File: config.mk
export PLATFORM = sky130hd
export DESIGN_NAME = gate_nonoverlap_ctl
export DESIGN_NICKNAME = d
export VERILOG_FILES = /design/src/rtl/gnd_pkg.sv /design/src/rtl/gnd_cmd_reg.sv /design/src/rtl/gnd_off_qual.sv /design/src/rtl/gnd_fsm.sv /design/src/rtl/gate_nonoverlap_ctl.sv
export SDC_FILE = /design/constraint.sdc
export NUM_CORES = 1
export LEC_CHECK = 0
export ABC_AREA = 0
export BUFFER_PORTS_ARGS = -buffer_cell sky130_fd_sc_hd__buf_2
export CORE_MARGIN = 2
export CORE_UTILIZATION = 55
export CTS_BUF_LIST = sky130_fd_sc_hd__clkbuf_16
export CTS_CLUSTER_SIZE = 28
export DETAILED_ROUTE_END_ITERATION = 10
export GPL_TIMING_DRIVEN = 0
export PLACE_DENSITY = 0.74
export REMOVE_ABC_BUFFERS = 1
export SYNTH_ARGS = -nofsm -noshare
export SYNTH_HDL_FRONTEND = slang
export SYNTH_SLANG_ARGS = --single-unit
File: constraint.sdc
create_clock -name clk -period 1.6 [get_ports clk]
set_input_delay 0 -clock clk [delete_from_list [all_inputs] [get_ports clk]]
set_output_delay 0 -clock clk [all_outputs]
set_load 0.01 [all_outputs]
File: src/rtl/gnd_pkg.sv
package gnd_pkg;
  typedef enum logic [2:0] {
    ST_IDLE    = 3'd0,
    ST_HS_ON   = 3'd1,
    ST_LS_ON   = 3'd2,
    ST_WAIT_HS = 3'd3,   // high side requested, waiting for low side off
    ST_WAIT_LS = 3'd4    // low side requested, waiting for high side off
  } drv_state_e;

  localparam int unsigned SIDE_HS = 0;  // qualifier watching the high-side sense
  localparam int unsigned SIDE_LS = 1;  // qualifier watching the low-side sense
  localparam int unsigned NUM_SIDES = 2;
endpackage

File: src/rtl/gnd_cmd_reg.sv
module gnd_cmd_reg #(
  parameter int unsigned STAGES = 1
) (
  input  logic clk,
  input  logic rst,
  input  logic d,
  output logic q
);
  logic [STAGES-1:0] sh;

  generate
    if (STAGES == 1) begin : g_one
      always_ff @(posedge clk) begin
        if (rst) sh <= '0;
        else     sh <= d;
      end
    end else begin : g_chain
      always_ff @(posedge clk) begin
        if (rst) sh <= '0;
        else     sh <= {sh[STAGES-2:0], d};
      end
    end
  endgenerate

  assign q = sh[STAGES-1];
endmodule

File: src/rtl/gnd_off_qual.sv
module gnd_off_qual #(
  parameter int unsigned MIN_DLY = 2,
  parameter int unsigned TIMEOUT = 64
) (
  input  logic clk,
  input  logic rst,
  input  logic arm,        // sequencer is waiting on this gate
  input  logic off_sense,  // gate measured off
  output logic go,         // off level qualified
  output logic expired     // watchdog ran out before qualification
);
  localparam int unsigned DW = (MIN_DLY < 2) ? 1 : $clog2(MIN_DLY + 1);
  localparam int unsigned WW = (TIMEOUT < 2) ? 1 : $clog2(TIMEOUT + 1);
  localparam logic [DW-1:0] DWELL_LAST = DW'(MIN_DLY - 1);
  localparam logic [WW-1:0] WAIT_LAST  = WW'(TIMEOUT - 1);

  logic [DW-1:0] dwell;
  logic [WW-1:0] wcnt;

  assign go      = arm && off_sense && (dwell == DWELL_LAST);
  assign expired = arm && !go && (wcnt == WAIT_LAST);

  always_ff @(posedge clk) begin
    if (rst || !arm) begin
      dwell <= '0;
      wcnt  <= '0;
    end else begin
      if (wcnt != WAIT_LAST) wcnt <= wcnt + 1'b1;
      if (!off_sense)                dwell <= '0;
      else if (dwell != DWELL_LAST)  dwell <= dwell + 1'b1;
    end
  end

  generate
    if (MIN_DLY > 1) begin : g_chk

      qual_needs_history_chk: assert property (@(posedge clk) disable iff (rst)
        go |-> $past(off_sense));
    end
    if (TIMEOUT > 1) begin : g_wchk

      no_instant_expiry_chk: assert property (@(posedge clk) disable iff (rst)
        (arm && !$past(arm)) |-> !expired);
    end
  endgenerate
endmodule

File: src/rtl/gnd_fsm.sv
module gnd_fsm
  import gnd_pkg::*;
(
  input  logic clk,
  input  logic rst,
  input  logic en,
  input  logic pwm_q,
  input  logic hs_off_sense,
  input  logic ls_off_sense,
  input  logic hs_go,
  input  logic hs_exp,
  input  logic ls_go,
  input  logic ls_exp,
  output logic arm_hs,     // waiting on the high-side off level
  output logic arm_ls,     // waiting on the low-side off level
  output logic hs_gate,
  output logic ls_gate,
  output logic fault
);
  drv_state_e state, nxt;
  logic       force_set;

  always_comb begin
    nxt       = state;
    force_set = 1'b0;
    if (!en) begin
      nxt = ST_IDLE;
    end else begin
      unique case (state)
        ST_IDLE:    nxt = pwm_q ? ST_WAIT_HS : ST_WAIT_LS;
        ST_HS_ON:   if (!pwm_q) nxt = ST_WAIT_LS;
        ST_LS_ON:   if (pwm_q)  nxt = ST_WAIT_HS;
        ST_WAIT_HS: begin
          if (!pwm_q) nxt = ST_WAIT_LS;
          else if (ls_go || ls_exp) begin
            nxt       = ST_HS_ON;
            force_set = ls_exp;
          end
        end
        ST_WAIT_LS: begin
          if (pwm_q) nxt = ST_WAIT_HS;
          else if (hs_go || hs_exp) begin
            nxt       = ST_LS_ON;
            force_set = hs_exp;
          end
        end
        default:    nxt = ST_IDLE;
      endcase
    end
  end

  always_ff @(posedge clk) begin
    if (rst) begin
      state   <= ST_IDLE;
      hs_gate <= 1'b0;
      ls_gate <= 1'b0;
      fault   <= 1'b0;
    end else begin
      state   <= nxt;
      hs_gate <= (nxt == ST_HS_ON);
      ls_gate <= (nxt == ST_LS_ON);
      fault   <= fault | force_set;
    end
  end

  assign arm_hs = (state == ST_WAIT_LS);
  assign arm_ls = (state == ST_WAIT_HS);


  disabled_low_chk: assert property (@(posedge clk) disable iff (rst)
    !en |=> (!hs_gate && !ls_gate));

  ls_after_hs_off_chk: assert property (@(posedge clk) disable iff (rst)
    $rose(ls_gate) |-> ($past(!hs_gate) && ($past(hs_off_sense) || fault)));

  hs_after_ls_off_chk: assert property (@(posedge clk) disable iff (rst)
    $rose(hs_gate) |-> ($past(!ls_gate) && ($past(ls_off_sense) || fault)));

  fault_sticky_chk: assert property (@(posedge clk) disable iff (rst)
    fault |=> fault);

  fault_with_edge_chk: assert property (@(posedge clk) disable iff (rst)
    $rose(fault) |-> ($rose(hs_gate) || $rose(ls_gate)));

  full_duty_hold_chk: assert property (@(posedge clk) disable iff (rst)
    (en && pwm_q && hs_gate) |=> hs_gate);
endmodule

File: src/rtl/gate_nonoverlap_ctl.sv
module gate_nonoverlap_ctl
  import gnd_pkg::*;
#(
  parameter int unsigned MIN_DLY    = 2,
  parameter int unsigned TIMEOUT    = 64,
  parameter int unsigned CMD_STAGES = 1
) (
  input  logic clk,
  input  logic rst,
  input  logic en,
  input  logic pwm_in,
  input  logic hs_off_sense,
  input  logic ls_off_sense,
  output logic hs_gate,
  output logic ls_gate,
  output logic fault
);
  logic                 pwm_q;
  logic [NUM_SIDES-1:0] sense, arm, go, expd;

  gnd_cmd_reg #(.STAGES(CMD_STAGES)) u_cmd (
    .clk(clk), .rst(rst), .d(pwm_in), .q(pwm_q)
  );

  assign sense[SIDE_HS] = hs_off_sense;
  assign sense[SIDE_LS] = ls_off_sense;

  for (genvar i = 0; i < NUM_SIDES; i++) begin : g_qual
    gnd_off_qual #(.MIN_DLY(MIN_DLY), .TIMEOUT(TIMEOUT)) u_q (
      .clk(clk), .rst(rst), .arm(arm[i]), .off_sense(sense[i]),
      .go(go[i]), .expired(expd[i])
    );
  end

  gnd_fsm u_fsm (
    .clk(clk), .rst(rst), .en(en), .pwm_q(pwm_q),
    .hs_off_sense(hs_off_sense), .ls_off_sense(ls_off_sense),
    .hs_go(go[SIDE_HS]), .hs_exp(expd[SIDE_HS]),
    .ls_go(go[SIDE_LS]), .ls_exp(expd[SIDE_LS]),
    .arm_hs(arm[SIDE_HS]), .arm_ls(arm[SIDE_LS]),
    .hs_gate(hs_gate), .ls_gate(ls_gate), .fault(fault)
  );
endmodule

# == Word-level counts from Yosys, hierarchy flattened ==
# Cells that the tools add are included.
# word_totals
reg_bits,25
input_bits,6
output_inout_bits,3
elab_cells,64
# classes
n_addsub,4
n_eq_ne,14
n_mux,15
n_bitwise,3
n_reduce_logical,19
# ops
operator,n
3-bit 2-to-1 mux,8
3-bit case mux with 5 select lines,1
7-bit by 1-bit adder with 7-bit output (second input constant),2
7-bit by 6-bit == test with 1-bit output (second input constant),2
7-bit by 6-bit inequality test with 1-bit output (second input constant),2
3-bit by 2-bit == test with 1-bit output (second input constant),3
1-bit logical AND,8
3-bit by 1-bit == test with 1-bit output (second input constant),2
1-bit 2-to-1 mux,5
2-bit by 1-bit adder with 2-bit output (second input constant),2
2-bit by 1-bit == test with 1-bit output (second input constant),2
1-bit logical NOT,4
1-bit logical OR,4
2-bit by 1-bit inequality test with 1-bit output (second input constant),2
2-bit OR reduction,2
3-bit == test (second input constant),1
3-bit logical NOT,1
1-bit NOT,2
1-bit case mux with 2 select lines,1
1-bit OR,1

# == Longest topological paths before layout ==
# Gate-level depths: netlist (run 1).
# logic_depth
word_depth,12
depth_mapped,6
mapped_depth_nobuf,6

# == Hierarchy ==
# Synthesis (run 1) repeated with hierarchy kept, for this count alone.
# hier_totals
cells_unflattened,127
hier_area_um2,1218.7
# modules_own_cells
mod,n_inst,cells_per_inst,area_per_inst_um2,seq_area_each_um2
gnd_off_qual,2,45,434.2,180.2
gnd_fsm,1,35,316.6,120.1
gnd_cmd_reg,1,2,33.8,20.0

# == Worst setup path after synthesis (run 1) ==
# No wires, ideal clock.
# synth_path
path_kind,register -> register
start,register g_qual[1].u_q.dwell[0]
end,register u_fsm.hs_gate
arrival_time_ns,1.204
setup_slack_ns,0.337
stages_incl_launch_ff,6
cell_sequence,dfxtp_1 ha_1 nand2_1 and3_4 a221oi_2 and2_1
# synth_between
elab_chain_cells,11
# synth_lines
element,line_no,rtl
"start, declared",gnd_off_qual.sv:17,logic [DW-1:0] dwell;
"start signal, assigned",gnd_off_qual.sv:30,else if (dwell != DWELL_LAST) dwell <= dwell + 1'b1;
2-bit by 1-bit == test with 1-bit output *,gnd_off_qual.sv:20,assign go = arm && off_sense && (dwell == DWELL_LAST);
1-bit logical AND *,gnd_off_qual.sv:20,
1-bit logical NOT,gnd_off_qual.sv:21,assign expired = arm && !go && (wcnt == WAIT_LAST);
1-bit logical AND (2 in series),gnd_off_qual.sv:21,
1-bit logical OR *,gnd_fsm.sv:35,else if (ls_go || ls_exp) begin
3-bit 2-to-1 mux *,gnd_fsm.sv:35,
3-bit 2-to-1 mux *,gnd_fsm.sv:34,if (!pwm_q) nxt = ST_WAIT_LS;
3-bit case mux with 5 select lines *,gnd_fsm.sv:29,unique case (state)
3-bit 2-to-1 mux *,gnd_fsm.sv:26,if (!en) begin
3-bit by 1-bit == test with 1-bit output *,gnd_fsm.sv:60,hs_gate <= (nxt == ST_HS_ON);
"end signal, assigned",gnd_fsm.sv:60,
"end, declared",gnd_fsm.sv:16,"output logic hs_gate,"
# Every way passes the cells marked *; elsewhere a longest branch is shown, timed or not.
# A chain may end at the register's enable or synchronous reset.

# == Worst setup path in the final report (run 1) ==
# Ends and elaborated chain as after synthesis.

==> results.txt, run 1 <==
The DRC marker count from the first detailed-route iteration is 8. In the final layout, the share of cells above drive strength 1 is 0.140. The vertical extent of the die came out at 49.0 um. The TritonCTS buffer count is 3. The share of the Yosys chip area taken by registers is 0.448. Clock skew on the completed layout was measured at about 0.0023 ns. The first global-routing pass estimated 3610 um of wire. The count of max-cap constraint violations is 0. The depth of the CTS H-tree is 1. The accumulated negative setup slack is 0 ns.

The via count of the first global-routing pass came out at 890. The path class of the tightest hold or removal check is input port to register. Derived from the worst setup path, the maximum achievable clock frequency is 673 MHz. Routability-driven placement finished with a final weighted congestion of between 0.7 and 0.8. The synthesized area per cell came out at 9.22 um^2.

The total DRC errors in the routed layout is 0. The transition time of the tightest slew-check pin is 0.394 ns. Yosys attributes the largest share of cell area to dfxtp_1, nor2_1, xor2_1.

The data required time at the worst endpoint came out at ~1.8 ns. The area growth from synthesis to layout came out at 16.5%. The worst setup path is launched from a register.

For this design, the sink count on the clock tree is 25. The worst setup path is of the register to register kind. Of all nets on the critical path, the largest fanout is 4.

The post-synthesis instance area is 1120 um^2. The area of the core is 1940 um^2. The die width came out at slightly below 50 um. The final total power came out at 1.24 mW. The arrival time at the worst endpoint came out at between 1.5 and 2 ns.

Across the VDD grid, the largest voltage drop is 750 uV. TritonCTS built the clock tree. The detailed placement HPWL came out at 1410 um. The pin count of the biggest net entering global routing came out at 15. The count of cell types in the netlist came out at 33.

The number of core rows came out at 16. The clock reaches the later pin of the worst-skew pair after between 0.2 and 0.3 ns. The largest area contributor in the synthesized netlist is dfxtp_1. The number of buffers between clock root and the deepest sink is 2. Global routing finished with a remaining overflow of 0.

The boundary pin count is 9. The number of synthesis warnings came out at 0. The run finished with clean final reports. The number of pins exceeding their max-slew limit in the final report came to 0. The final count of hold timing violations is 0. The post-synthesis register bit count came out at 25. The clock-pin slew on the worst setup and hold paths is 0.06 ns. The number of antenna violations at the first check in global routing came out at 0.

The number of nets at the end of the flow is 147. The final period utilization came out at 0.928. The total via count after detailed routing is 877. The average wire per cell in the routed design came out at between 10 and 15 um. The analysis attributes to cell leakage a power of 0.526 nW. The gate count after technology mapping is 121. The number of diodes is 0.

The tree is rooted in a clkbuf_16. The power density over the cells came out at 954 nW/um^2. The effective utilization at floorplan came out at 0.575. The number of optimization iterations in the first detailed-route pass came out at 4.

The global-route usage over all layers came out at 0.199. The buffers inserted during post-CTS setup optimization is 0. The number of buffer cells added on primary ports came out at 8. Setup repair after global routing left no endpoint under its margin. The time the final worst path needs with I/O delays and setup is approximately 1.5 ns. The number of nets with antenna violations after detailed routing came out at 0. Of the post-synthesis cell area, the dominant cell type holds 0.448. The endpoint type of the worst setup path is a register. The die covers 2410 um^2. The final count of negative-setup-slack endpoints came out at 0. The worst pin sits at a relative slew slack of 0.736. The routed design has 2060 um of wire. The detailed-route vias per instance came out at 5.38.
[critical path: stages (launching register included)]
cell and delay, ns:
dfxtp_1 0.35, ha_1 0.23, nand2_1 0.08, and3_4 0.19, a221oi_2 0.39, and2_1 0.18
[report_power, final]
part | leakage (nW) | internal, mW | switching, mW | total, mW
Clock | 0.0409 | 0.337 | 0.218 | 0.555
Sequential | 0.202 | 0.630 | 0.00753 | 0.637
Combinational | 0.283 | 0.0239 | 0.0243 | 0.0482
[flip-flops by register name, indices dropped and copies added (netlist names)]
register,flops
g_qual.u_q.wcnt,14
g_qual.u_q.dwell,4
u_fsm.state,3
u_cmd.q,1
u_fsm.fault,1
u_fsm.hs_gate,1
u_fsm.ls_gate,1
[Yosys cell counts]
cell,instances
o21ai_0,7
nand2_4,1
a21oi_1,5
nand3_1,2
nor3_1,2
and2_1,2
nor4b_1,1
o21ai_1,1
o22ai_1,1
nand2b_1,6
mux2i_1,2
and3_4,1
inv_1,4
a221oi_2,1
o2111ai_1,2
nand4_1,2
nor2_2,1
nor3b_2,1
dfxtp_1,25
a211oi_1,1
and4b_4,1
nor2_1,20
and3_1,4
and2_4,1
ha_1,4
and3b_1,1
a32oi_1,1
xnor2_1,3
xor2_1,7
nand3b_1,1
and2b_1,1
nand2_1,5
nor2b_1,4
[cell families (layout without fill, tap and decap cells)]
kind of cell	count (synthesis)	in the layout	synth area share
flops	25	25	0.448
simple gates	57	57	0.289
mux	2	2	0.0179
compound gates	19	19	0.108
xor+xnor	10	10	0.0785
buf+inv	4	19	0.0134
fa+ha+maj	4	4	0.0448
[what timing repair did]
item                      CTS  global route
hold buffers                3             0
hold endpoints to repair    3             0
gates resized for setup     0             0
[layout make-up]
| cell class | instances | area, um^2 |
|---|---|---|
| flip-flops and latches | 25 | 500 |
| multi-input cells | 92 | 601 |
| repair buffers | 11 | 70.1 |
| inverters | 4 | 15.0 |
| clock buffers | 3 | 75.1 |
| clock inverters | 1 | 5.00 |
| fillers | 172 | 642 |
| well taps | 27 | 33.8 |
[metrics by stage]
step	setup slack, ns	utilization	area, um^2	instances	hold WS [ns]
finish	0.115	0.669	1300	163	0.0319
CTS	0.131	0.669	1300	163	0.0299
global placement	0.238	0.613	1190	156	0.208
global route	0.0216	0.669	1300	163	0.0417
floorplan	0.337	-	1120	121	0.0716
detailed placement	0.191	0.613	1190	156	0.217
[cells in the final DEF, fill, tap and decap left out, types with 4 or more instances in the layout]
| master | instances |
|---|---|
| nand2_1 | 5 |
| inv_1 | 4 |
| ha_1 | 4 |
| nor2b_1 | 4 |
| nor2_1 | 20 |
| and3_1 | 4 |
| buf_2 | 8 |
| xor2_1 | 7 |
| o21ai_0 | 7 |
| a21oi_1 | 5 |
| nand2b_1 | 6 |
| dfxtp_1 | 25 |
[metal layers]
layer  routed length [um]  vias to the layer above  GRT usage
met5                    0                        -          0
met2                 1050                       21      0.345
met4                   70                        0      0.124
met1                  849                      401      0.231
li1                     -                      448          -
met3                   89                        7     0.0276
[path summary, 6_finish.rpt]
check                          from            end  slack (ns)  cells past startpoint
max reg2reg  g_qual[1].u_q.dwell[0]  u_fsm.hs_gate        0.11                      5
max          g_qual[1].u_q.dwell[0]  u_fsm.hs_gate        0.11                      5
min                             rst    u_fsm.fault        0.03                      2
min reg2reg             u_fsm.fault    u_fsm.fault        0.48                      2
No activity file was read; power rests on OpenSTA's default activity.
==> run 2, diff against run 1 <==
RECOVER_POWER = 25   (was not set)
REMOVE_ABC_BUFFERS = not set   (was 1)
==> run 2 against run 1 <==
Effect of this change: die area stayed put; combinational power hardly changed; worst hold slack hardly changed; critical endpoint unchanged; clock skew hardly changed; utilization is 0.19 points lower; register-to-register slack hardly changed; global-route usage stayed put; via count stayed put; non-clock buffer count stayed put; clock power hardly changed.
==> results.txt, run 2 (synthesis results as in run 1) <==
The time the final worst path needs with I/O delays and setup came out at 1.49 ns. The net count of the mapped netlist is approximately 130. Entering global routing, the biggest net connects 15 pins. The share of total power dissipated in sequential elements is 0.514. The number of core rows is 16. The leakage power total came out at 0.513 nW. The transition time of the tightest slew-check pin came out at 0.394 ns.

Setup repair after global routing left no endpoint under its margin. The via count of the first global-routing pass came out at 890. TritonCTS built the clock tree. The number of buffer cells added on primary ports is 8. The layout has 173 filler cells.

The largest registers in the layout are g_qual.u_q.wcnt x14, g_qual.u_q.dwell x4, u_fsm.state x3. The number of pins exceeding their max-slew limit in the final report is 0. The startpoint identified for the worst hold timing path is rst. The placed cell area came out at 1190 um^2.

The detailed-route vias per instance is 5.38. The congestion estimate from routability-driven global placement came to 0.765. The startpoint identified for the worst register-to-register timing path is g_qual[1].u_q.dwell[0]. In this run the count of I/O pins placed on the die edge is 9. After detailed routing, the total wire length is 2070 um.

The total via count after detailed routing came out at 877. STA classifies the critical path endpoint as a register. Leaving out fill and tap cells, the most frequent cells in the layout are dfxtp_1, nor2_1, xor2_1, o21ai_0, nand2b_1. The number of nets with antenna violations after detailed routing came out at 0. The global-route usage over all layers came out at 0.199. The buffers inserted during post-CTS setup optimization is 0. The power density over the cells is around 960 nW/um^2. CTS placed an instance of clkbuf_16 at the clock tree root. The cell-internal power is 990 uW. The clock-pin slew on the worst setup and hold paths is 0.06 ns. CTS built an H-tree with a depth of 1.

The final design area excluding fillers came out at 1300 um^2. The final period utilization came out at 0.928. The worst-case IR drop observed on VDD is between 700 and 800 uV.

The count of cells resized by post-cts repair came out at 0. The portion of total power attributed to the clock network came out at 0.447. The die width came out at 49.0 um. The average wire per cell in the routed design came out at approximately 13 um. The number of diodes came out at 0.

The accumulated negative setup slack is 0 ns. The insertion delay to the later sink of the worst-skew pair came out at 0.26 ns. The highest metal layer carrying signal wires in the routed design is met4. The fraction of power spent switching nets is 0.202. The count of max-cap constraint violations came out at 0. The number of buffers added to fix hold violations after cts is 3.

The area growth from synthesis to layout is 16.1%. The final count of negative-setup-slack endpoints came out at 0. The number of antenna violations at the first check in global routing is 0. The total DRC errors in the routed layout came out at 0. For this run, the post-layout net count is 147. The met2 wirelength from detailed routing is 1050 um. The global-route wire length before repair came out at 3610 um.

The data required time at the worst endpoint came out at 1.81 ns. The die covers 2410 um^2. The worst register-to-register path ends at u_fsm.hs_gate. The leading cell type in the layout, fill and taps excluded is dfxtp_1. The share of total power dissipated in combinational logic is 0.039. Along the worst path, the maximum fanout reaches 4. The effective utilization at floorplan is 0.575. The tightest min-delay check is of the input port to register type. Across all hold checks on the routed design, the worst slack comes to between 0.03 and 0.04 ns. The number of optimization iterations in the first detailed-route pass came out at 4. The upper clock frequency limit came out at 673 MHz.

The proportion of layout cells with a drive suffix above 1 came out at 0.118. The setup check on the worst reg-to-reg path leaves a slack of about 0.11 ns. The type of origin of the critical path is a register. The TritonCTS buffer count came out at 3. The final total power came out at ~1.2 mW. The detailed route wirelength on metal3 is 89 um.

The vertical extent of the die came out at 49.0 um. The area of the core is 1940 um^2. The wire length the detailed router placed on met1 is 852 um.

The number of cells on the worst reg-to-reg path came out at 5. The net load switching power came out at 250 uW. The DRC marker count from the first detailed-route iteration is 8. g_qual.u_q.wcnt holds more flip-flops than any other register. The sum of overflow across all layers after global routing is 0. The clock net in this run drives a total of 25 sinks.

The flow ran to the end, and the final reports show no timing, DRC or antenna violations. Measured against its own limit, the worst slew margin works out to 0.736. Detailed placement ended at an HPWL of 1410 um. The largest clock skew in the final design came out at 0.00234 ns. Data on the critical path arrives at its endpoint at between 1.5 and 2 ns. The cell count of the worst hold path came out at 2. The flip-flop count of the largest register after layout came out at 14. For hold timing, the worst endpoint is u_fsm.fault.

The final count of hold timing violations is 0. The clock passes through at most 2 buffers. The worst setup path is of the register to register kind.
## run 2: cell types whose count changed in the layout (fill, tap and decap cells not counted), sizes merged
cell,change
buf,-3
clkbuf,+3
## run 2: stage by stage
step,instances,worst slack (ns),utilization
6_report,163,0.115,0.668
5_1_grt,163,0.0216,0.668
4_1_cts,163,0.131,0.669
3_5_place_dp,156,0.191,0.613
3_3_place_gp,156,0.238,0.613
2_1_floorplan,121,0.337,-
## run 2: worst max-delay path by stage
stage | startpoint | to | depth (start not counted)
finish | g_qual[1].u_q.dwell[0] | u_fsm.hs_gate | 5
global placement | g_qual[0].u_q.wcnt[0] | u_fsm.hs_gate | 5
detailed placement | g_qual[1].u_q.dwell[1] | u_fsm.hs_gate | 6
CTS | g_qual[1].u_q.dwell[1] | u_fsm.hs_gate | 6
global route | g_qual[0].u_q.wcnt[3] | u_fsm.ls_gate | 4
floorplan | g_qual[1].u_q.dwell[0] | u_fsm.hs_gate | 5
## run 2: metal layers
layer / up-vias / GRT usage
met1: 401 / 0.231
met2: 21 / 0.345
li1: 448 / -
met5: - / 0
met4: 0 / 0.124
met3: 7 / 0.0276
## run 2: cell type report
| class | instances | area, um^2 | share of cell area |
|---|---|---|---|
| Multi-Input combinational cell | 92 | 601 | 0.463 |
| Sequential cell | 25 | 500 | 0.386 |
| Clock buffer | 3 | 75.1 | 0.0579 |
| Timing Repair Buffer | 11 | 66.3 | 0.0512 |
| Tap cell | 27 | 33.8 | 0.0261 |
| Inverter | 4 | 15.0 | 0.0116 |
| Clock inverter | 1 | 5.00 | 0.00386 |
## run 2: critical path, cell delays in order (launching register included)
cell and delay (ns):
dfxtp_1 0.35, ha_1 0.23, nand2_1 0.08, and3_4 0.19, a221oi_2 0.39, and2_1 0.18
## run 2: power by group through the flow
stage | combinational (mW) | sequential, mW | clock, mW
floorplan | 0.0247 | 0.650 | 0
global placement | 0.0386 | 0.651 | 0
detailed placement | 0.0405 | 0.651 | 0
CTS | 0.0482 | 0.637 | 0.567
global route | 0.0528 | 0.638 | 0.592
finish | 0.0479 | 0.638 | 0.555
